===== src/rtl/sbu_pkg.sv =====
package sbu_pkg;

    parameter int unsigned DATA_W = 8;
    localparam int unsigned NIB_W = DATA_W / 2;
    localparam int unsigned IDX_W = $clog2(DATA_W);

    typedef enum logic [3:0] {
        OP_CRL  = 4'd0,
        OP_CRR  = 4'd1,
        OP_TCL  = 4'd2,
        OP_TCR  = 4'd3,
        OP_SHLA = 4'd4,
        OP_SHRA = 4'd5,
        OP_NSWP = 4'd6,
        OP_SHRL = 4'd7,
        OP_BTST = 4'd8,
        OP_BCLR = 4'd9,
        OP_BSET = 4'd10
    } sbu_op_e;

    typedef struct packed {
        logic z;
        logic n;
        logic h;
        logic c;
    } sbu_flags_t;

    function automatic logic op_is_rotate(input logic [3:0] op);
        return op <= 4'd3;
    endfunction

    function automatic logic op_is_shifter(input logic [3:0] op);
        return op <= 4'd7;
    endfunction

    function automatic logic op_is_bitwr(input logic [3:0] op);
        return (op == 4'd9) || (op == 4'd10);
    endfunction

endpackage


===== src/rtl/sbu_shift_core.sv =====
module sbu_shift_core
    import sbu_pkg::*;
#(
    parameter int unsigned W = DATA_W
) (
    input  logic [W-1:0] opnd,
    input  logic         c_in,
    input  logic [3:0]   op,
    output logic [W-1:0] res,
    output logic         c_out,
    output logic         hit
);
    localparam int unsigned HALF = W / 2;

    logic msb, lsb;
    assign msb = opnd[W-1];
    assign lsb = opnd[0];

    always_comb begin
        res   = opnd;
        c_out = c_in;
        hit   = 1'b1;
        unique case (op)
            4'd0: begin res = {opnd[W-2:0], msb};   c_out = msb; end
            4'd1: begin res = {lsb, opnd[W-1:1]};   c_out = lsb; end
            4'd2: begin res = {opnd[W-2:0], c_in};  c_out = msb; end
            4'd3: begin res = {c_in, opnd[W-1:1]};  c_out = lsb; end
            4'd4: begin res = {opnd[W-2:0], 1'b0};  c_out = msb; end
            4'd5: begin res = {msb, opnd[W-1:1]};   c_out = lsb; end
            4'd6: begin res = {opnd[HALF-1:0], opnd[W-1:HALF]}; c_out = 1'b0; end
            4'd7: begin res = {1'b0, opnd[W-1:1]};  c_out = lsb; end
            default: hit = 1'b0;
        endcase
    end

    always_comb begin
        if (op == 4'd5) begin
            p_sra_keep_msb_r4: assert (res[W-1] == opnd[W-1] && c_out == opnd[0])
                else $error("arithmetic right shift lost sign or carry");
        end
        if (op == 4'd2) begin
            p_tcl_carry_r1: assert (res[0] == c_in && c_out == opnd[W-1])
                else $error("rotate through carry left wrong");
        end
    end

endmodule


===== src/rtl/sbu_bit_core.sv =====
module sbu_bit_core
    import sbu_pkg::*;
#(
    parameter int unsigned W  = DATA_W,
    parameter int unsigned IW = IDX_W
) (
    input  logic [W-1:0]  opnd,
    input  logic [IW-1:0] idx,
    input  logic [3:0]    op,
    output logic [W-1:0]  res,
    output logic          sel_zero
);
    logic [W-1:0] mask;

    for (genvar g = 0; g < W; g++) begin : g_mask
        assign mask[g] = (idx == IW'(g));
    end

    assign sel_zero = ~|(opnd & mask);

    always_comb begin
        res = opnd;
        if (op == 4'd9)       res = opnd & ~mask;
        else if (op == 4'd10) res = opnd | mask;
    end

    always_comb begin
        p_mask_onehot_r9: assert ($onehot(mask))
            else $error("bit index decode not one-hot");
        if (op == 4'd9 || op == 4'd10) begin
            p_other_bits_r9: assert (((res ^ opnd) & ~mask) == '0)
                else $error("bit write touched other bits");
        end
    end

endmodule


===== src/rtl/sbu_top.sv =====
module sbu_top
    import sbu_pkg::*;
(
    input  logic [DATA_W-1:0] opnd_i,
    input  logic [3:0]        flags_i,
    input  logic [IDX_W-1:0]  bit_idx_i,
    input  logic [3:0]        op_i,
    input  logic              acc_mode_i,
    output logic [DATA_W-1:0] result_o,
    output logic [3:0]        flags_o,
    output logic              wr_en_o
);
    sbu_flags_t fin, fout;
    logic [DATA_W-1:0] sh_res, bt_res;
    logic sh_c, sh_hit, bt_zero;

    assign fin = sbu_flags_t'(flags_i);

    sbu_shift_core #(.W(DATA_W)) u_shift (
        .opnd (opnd_i),
        .c_in (fin.c),
        .op   (op_i),
        .res  (sh_res),
        .c_out(sh_c),
        .hit  (sh_hit)
    );

    sbu_bit_core #(.W(DATA_W), .IW(IDX_W)) u_bit (
        .opnd    (opnd_i),
        .idx     (bit_idx_i),
        .op      (op_i),
        .res     (bt_res),
        .sel_zero(bt_zero)
    );

    always_comb begin
        fout     = fin;
        result_o = opnd_i;
        wr_en_o  = 1'b0;
        if (sh_hit) begin
            result_o = sh_res;
            wr_en_o  = 1'b1;
            fout.n   = 1'b0;
            fout.h   = 1'b0;
            fout.c   = sh_c;
            fout.z   = (sh_res == '0) && !(acc_mode_i && op_is_rotate(op_i));
        end else if (op_i == OP_BTST) begin
            fout.z = bt_zero;
            fout.n = 1'b0;
            fout.h = 1'b1;
        end else if (op_is_bitwr(op_i)) begin
            result_o = bt_res;
            wr_en_o  = 1'b1;
        end
    end

    assign flags_o = fout;

    always_comb begin
        if (op_is_shifter(op_i)) begin
            p_nh_clear_r6: assert (flags_o[2:1] == 2'b00)
                else $error("shift left N/H set");
        end
        if (acc_mode_i && op_is_rotate(op_i)) begin
            p_acc_z_low_r7: assert (flags_o[3] == 1'b0)
                else $error("accumulator rotate set Z");
        end
        if (op_i == 4'd6) begin
            p_swap_c_clear_r5: assert (flags_o[0] == 1'b0)
                else $error("swap left C set");
        end
        if (op_i == 4'd8) begin
            p_btst_nowrite_r8: assert (!wr_en_o && flags_o[0] == flags_i[0] && flags_o[1])
                else $error("bit test flags or write enable wrong");
        end
        if (op_i >= 4'd11) begin
            p_unused_pass_r10: assert (!wr_en_o && result_o == opnd_i && flags_o == flags_i)
                else $error("unused code altered state");
        end
        if (op_is_bitwr(op_i)) begin
            p_bitwr_flags_r9: assert (flags_o == flags_i && wr_en_o)
                else $error("bit write changed flags");
        end
    end

endmodule


===== config.mk =====
export PLATFORM = sky130hd
export DESIGN_NAME = sbu_top
export DESIGN_NICKNAME = d
export VERILOG_FILES = /design/src/rtl/sbu_pkg.sv /design/src/rtl/sbu_shift_core.sv /design/src/rtl/sbu_bit_core.sv /design/src/rtl/sbu_top.sv
export SDC_FILE = /design/constraint.sdc
export NUM_CORES = 1
export LEC_CHECK = 0
export ABC_AREA = 1
export BUFFER_PORTS_ARGS = -buffer_cell sky130_fd_sc_hd__buf_2
export CAP_MARGIN = 25
export CORE_MARGIN = 2
export CORE_UTILIZATION = 40
export DETAILED_ROUTE_END_ITERATION = 6
export MAX_ROUTING_LAYER = met4
export PLACE_DENSITY = 0.82
export SYNTH_ARGS = -nofsm -noshare
export SYNTH_HDL_FRONTEND = slang
export SYNTH_SLANG_ARGS = --single-unit
export TNS_END_PERCENT = 10

===== constraint.sdc =====
create_clock -name vclk -period 1.33
set_input_delay 0.0665 -clock vclk [all_inputs]
set_output_delay 0.0665 -clock vclk [all_outputs]
set_load 0.02 [all_outputs]

Word level (Yosys, flattened, before mapping)
Cells that the tools add are included.
{"block": "classes", "n_mux": 14, "bitwise_logic": 4, "magnitude_cmp": 1, "eq_ne": 17, "n_reduce_logical": 12}
{"cell": "case mux 8 bit (8 select lines)", "n": 1}
{"cell": "2-to-1 mux 8 bit", "n": 5}
{"cell": "bitwise AND 8 bit", "n": 2}
{"cell": "equality test 4 x 3 -> 1 bit (second input constant)", "n": 4}
{"cell": "OR reduction 8 bit", "n": 2}
{"cell": "equality test 3 bit (second input constant)", "n": 4}
{"cell": "equality test 4 bit (second input constant)", "n": 3}
{"cell": "equality test 4 x 2 -> 1 bit (second input constant)", "n": 2}
{"cell": "zero test 8 bit", "n": 1}
{"cell": "NOT 8 bit", "n": 1}
{"cell": "bitwise OR 8 bit", "n": 1}
{"cell": "equality test 3 x 2 -> 1 bit (second input constant)", "n": 2}
{"cell": "2-to-1 mux 3 bit", "n": 2}
{"cell": "2-to-1 mux 1 bit", "n": 5}
{"cell": "equality test 4 x 1 -> 1 bit (second input constant)", "n": 1}
{"cell": "<= comparator 4 x 2 -> 1 bit (second input constant)", "n": 1}
{"cell": "zero test 4 bit", "n": 1}
{"cell": "OR reduction 4 bit", "n": 1}
{"cell": "equality test 3 x 1 -> 1 bit (second input constant)", "n": 1}
{"cell": "zero test 3 bit", "n": 1}
{"cell": "case mux 1 bit (3 select lines)", "n": 1}
{"cell": "OR reduction 3 bit", "n": 1}
{"cell": "logical AND 1 bit", "n": 2}
{"cell": "zero test 1 bit", "n": 2}
{"cell": "logical OR 1 bit", "n": 1}
{"block": "totals", "in_bits": 20, "output_inout_bits": 13, "elab_cells": 48, "reg_bits": 0}

Logic depth before layout (Yosys ltp)
{"block": "logic_depth", "ltp_word": 7, "depth_mapped": 10, "ltp_nobuf": 9}

By module
From an unflattened synthesis, not the netlist that was laid out.
{"block": "unflattened", "cells_unflattened": 260, "area_unflattened_um2": 1192.4}
{"mod": "sbu_shift_core", "area_per_inst_um2": 461.7, "cells_per_inst": 96, "instances": 1, "seq_area_each_um2": 0.0}
{"mod": "sbu_top", "area_per_inst_um2": 425.4, "cells_per_inst": 93, "instances": 1, "seq_area_each_um2": 0.0}
{"mod": "sbu_bit_core", "area_per_inst_um2": 305.3, "cells_per_inst": 71, "instances": 1, "seq_area_each_um2": 0.0}

Worst setup path before layout
OpenSTA, ideal clock, no wires.
{"block": "synth_timing", "kind": "input to output", "startpoint": "input port op_i[3]", "endpoint": "output port result_o[6]", "required_time_ns": 1.263, "path_slack_ns": 0.329, "arrival_ns": 0.934, "cell_stages": 6, "cell_sequence": "buf_6 -> inv_2 -> nor2_2 -> nand2_1 -> o211ai_1 -> nand4_1"}
{"block": "synth_via", "elab_chain_len": 6, "elab_cells_between_ends": 20, "classes_between": "eq/ne (10); mux (7); reduce/logical (3)"}
{"element": "from (decl)", "line": "sbu_top.sv:7", "text": "input logic [3:0] op_i,"}
{"element": "equality test 4 bit", "line": "sbu_pkg.sv:37, sbu_bit_core.sv:24"}
{"element": "2-to-1 mux 8 bit", "line": "sbu_bit_core.sv:24", "text": "else if (op == 4'd10) res = opnd | mask;"}
{"element": "2-to-1 mux 8 bit", "line": "sbu_bit_core.sv:23", "text": "if (op == 4'd9) res = opnd & ~mask;"}
{"element": "2-to-1 mux 8 bit", "line": "sbu_top.sv:51", "text": "end else if (op_is_bitwr(op_i)) begin"}
{"element": "2-to-1 mux 8 bit", "line": "sbu_top.sv:47", "text": "end else if (op_i == OP_BTST) begin"}
{"element": "2-to-1 mux 8 bit (*)", "line": "sbu_top.sv:40", "text": "if (sh_hit) begin"}
{"element": "to (decl)", "line": "sbu_top.sv:9", "text": "output logic [DATA_W-1:0] result_o,"}
Mark *: on every way between the ends. The rest lies on a longest branch, timed or not.

Worst setup path after layout
{"block": "layout_timing", "startpoint": "input port op_i[0]", "endpoint": "output port flags_o[3]"}
{"block": "layout_via", "elab_chain_len": 5, "elab_cells_between_ends": 19, "classes_between": "order compare (1); eq/ne (8); mux (4); reduce/logical (6)"}
{"element": "equality test 4 x 3 -> 1 bit, or another cell as far along", "line": "sbu_shift_core.sv:23", "text": "unique case (op)"}
{"element": "case mux 8 bit (8 select lines) / logical AND 1 bit (equally long branches)"}
{"element": "zero test 8 bit / zero test 1 bit (equally long branches)", "line": "sbu_top.sv:46", "text": "fout.z = (sh_res == '0) && !(acc_mode_i && op_is_rotate(op_i));"}
{"element": "logical AND 1 bit", "line": "sbu_top.sv:46"}
{"element": "2-to-1 mux 3 bit (*)", "line": "sbu_top.sv:40"}
{"element": "to (decl)", "line": "sbu_top.sv:10", "text": "output logic [3:0] flags_o,"}
Marked as above.

==> reports/qor.log <==
INFO  run_status     status=complete, no violations
INFO  pwr            power.static_leakage=0.000489µW
INFO  synthesis      yosys_warnings=0
INFO  min_path       worst_hold_path_type=in -> out
INFO  pwr            power.density_cell_area=367nW/µm²
INFO  placed_design  globalplace.congestion=0.955
INFO  timing         report.final.slew_viol_count=0
INFO  pwr            internal-power=114µW
INFO  critical_path  kind_of_end_point_of_the_critical_path=output port
INFO  critical_path  setup.worst_path.class=in -> out
INFO  routing        ant_nets=0
INFO  routing        wl_cell=12.6µm
INFO  floorplan      die_height=44.8µm
INFO  routing        dr.pass1.iters=5
INFO  routing        top_signal_layer_used=met4
INFO  floorplan      die_width=44.8µm
INFO  floorplan      boundaryPins=33
INFO  pwr            p_seq_share=0%
INFO  cells_and_area final.clkbuf_count=0
INFO  timing         finalCritPeriodShare=94.8%
INFO  floorplan      design.die.area=2010µm²
INFO  routing        detail_route.vias_per_cell=5.94
INFO  cells_and_area final_common_cell=sky130_fd_sc_hd__buf_2
INFO  critical_path  worstSetupStartpointType=input port
INFO  cells_and_area seqCellArea=0µm²
INFO  timing         maxClockFrequency=793MHz
INFO  cells_and_area n_sequential_cell=0
INFO  clock_tree     postCtsSetupBuffers=0
INFO  synthesis      mappedNetlistArea=667µm²
INFO  global_routing globalRoute.totalOverflow=0
INFO  synthesis      sequential_area_share_after_synthesis=0%
INFO  timing         max_slew.worst_pin.slew=304ps
INFO  global_routing number_of_antenna_violations_at_the_first_check_in_global_routing=0
INFO  synthesis      syn_nets=156
INFO  floorplan      core_region_area=1540µm²
INFO  global_routing grt_first_pass_wirelength=3510µm
INFO  cells_and_area antenna_cells_inserted=0
INFO  cells_and_area multi_input_area=592µm²
INFO  placed_design  detailedPlacementHpwl=1900µm
INFO  timing         rsz_0062_raised_after_global_routing=yes
INFO  clock_tree     postCtsHoldBufs=0
INFO  cells_and_area final_layout_size_suffix_gt1_share=34.5%
INFO  global_routing first_global_vias=886
INFO  pwr            switching_share=65.1%
INFO  critical_path  cp_data_required_time=1260ps
INFO  synthesis      synth_cell_types=19
INFO  cells_and_area fillers=161
INFO  pwr            net_sw_power=213µW
INFO  flow_run       drv.max_cap_violation_count=0
INFO  placed_design  port_buffers=33
INFO  timing         maxSlewHeadroom=79.7%
INFO  routing        drt-met1-wl=911µm
INFO  pwr            pwr-share-comb=100.0%
INFO  routing        met3_length=213µm
INFO  timing         post-route-min-period=1260ps
INFO  pwr            irDropWorstVdd=0.166mV
INFO  synthesis      syn_inst=136
INFO  pwr            share_clk_of_total_power=0%
INFO  floorplan      num_rows=14
INFO  routing        route.met2.wl=1130µm
INFO  routing        drtIter0Drc=48
INFO  cells_and_area most-common-layout-cells=32 x sky130_fd_sc_hd__buf_2, 29 x sky130_fd_sc_hd__nand2_1, 27 x sky130_fd_sc_hd__nand3_1
INFO  timing         finalSetupViolations=0
INFO  global_routing grt_start_max_net_pins=10
INFO  routing        routed-via-count=1111
INFO  routing        detail_route.drc_violations=0
INFO  cells_and_area syn2layout_area_growth=33.6%
INFO  cells_and_area utilization=57.8%
INFO  routing        drt-total-wl=2350µm
INFO  critical_path  worstPathArrival=1190ps
INFO  global_routing aggregate_global_route_resource_usage=23.1%
INFO  pwr            totalPowerFinal=327µW
INFO  synthesis      synthesis.area_per_instance=4.90µm²
INFO  cells_and_area fin_nets=193
INFO  critical_path  timing.critical_path.fanout_max=7
INFO  clock_tree     post_cts_resize_count=0
INFO  floorplan      starting_utilization_of_the_core_area=43.3%
INFO  timing         hold_violations=0
-- worst max-delay path, cell delays in order --
cell	delay (ps)
sky130_fd_sc_hd__buf_2	140
sky130_fd_sc_hd__nor2_4	200
sky130_fd_sc_hd__buf_4	170
sky130_fd_sc_hd__nand3_1	70
sky130_fd_sc_hd__nand3_1	110
sky130_fd_sc_hd__nand2_1	80
sky130_fd_sc_hd__nand2_1	70
sky130_fd_sc_hd__nor2_1	40
sky130_fd_sc_hd__nand3_1	60
sky130_fd_sc_hd__nand2_1	50
sky130_fd_sc_hd__buf_2	150
-- area by class of cell --
| class | count | share of cell area (%) |
|---|---|---|
| multi-input cells | 115 | 66.4 |
| repair buffers | 38 | 23.5 |
| inverters | 18 | 7.87 |
| well taps | 16 | 2.25 |
-- power by group through the flow --
stage / clock (µW) / sequential, µW / combinational, µW
global route: 0 / 0 / 354
CTS: 0 / 0 / 312
global placement: 0 / 0 / 308
floorplan: 0 / 0 / 195
detailed placement: 0 / 0 / 311
finish: 0 / 0 / 327
-- metal layers --
layer  vias up  global-route usage, %
met5         -                      -
li1        537                      -
met1       473                   28.4
met4         0                   6.47
met2        81                   40.6
met3        20                   1.20
-- cells in the mapped netlist --
master / count / area, µm²
sky130_fd_sc_hd__buf_6: 2 / 22.5
sky130_fd_sc_hd__nor3_1: 2 / 10.0
sky130_fd_sc_hd__clkinv_2: 1 / 5.00
sky130_fd_sc_hd__inv_2: 5 / 18.8
sky130_fd_sc_hd__nand2_1: 30 / 113
sky130_fd_sc_hd__clkbuf_1: 1 / 3.75
sky130_fd_sc_hd__nor3_2: 1 / 10.0
sky130_fd_sc_hd__nor2_4: 1 / 11.3
sky130_fd_sc_hd__o21ai_0: 3 / 15.0
sky130_fd_sc_hd__o21ai_1: 8 / 40.0
sky130_fd_sc_hd__inv_1: 12 / 45.0
sky130_fd_sc_hd__a21oi_2: 1 / 8.76
sky130_fd_sc_hd__nand3_1: 27 / 135
sky130_fd_sc_hd__nand4_1: 5 / 31.3
sky130_fd_sc_hd__nand2_2: 4 / 25.0
sky130_fd_sc_hd__nor2_1: 19 / 71.3
sky130_fd_sc_hd__nor2_2: 5 / 31.3
sky130_fd_sc_hd__o221ai_1: 2 / 17.5
sky130_fd_sc_hd__o211ai_1: 7 / 52.6
-- metrics by stage --
step | area [µm²] | setup WS (ps) | instances | setup TNS, ps | hold WS [ps]
after floorplan | 667 | 329 | 136 | 0 | 264
after global placement | 863 | 17.6 | 187 | 0 | 445
after detailed placement | 863 | 13.1 | 187 | 0 | 448
after CTS | 863 | 18.9 | 187 | 0 | 453
after global routing | 891 | -33.5 | 187 | -42.8 | 467
final | 891 | 68.7 | 187 | 0 | 450
-- final timing paths --
path,slack (ps),start,endpoint,depth (start not counted)
setup / recovery,70,op_i[0],flags_o[3],11
hold / removal,450,flags_i[1],flags_o[1],4
-- logic make-up after synthesis --
kind of cell	after synthesis	synth area share, %
buffers and inverters	21	14.3
AOI/OAI and AO/OA	21	20.1
and+or+nand+nor	94	65.7
No activity file was read; power rests on OpenSTA's default activity.
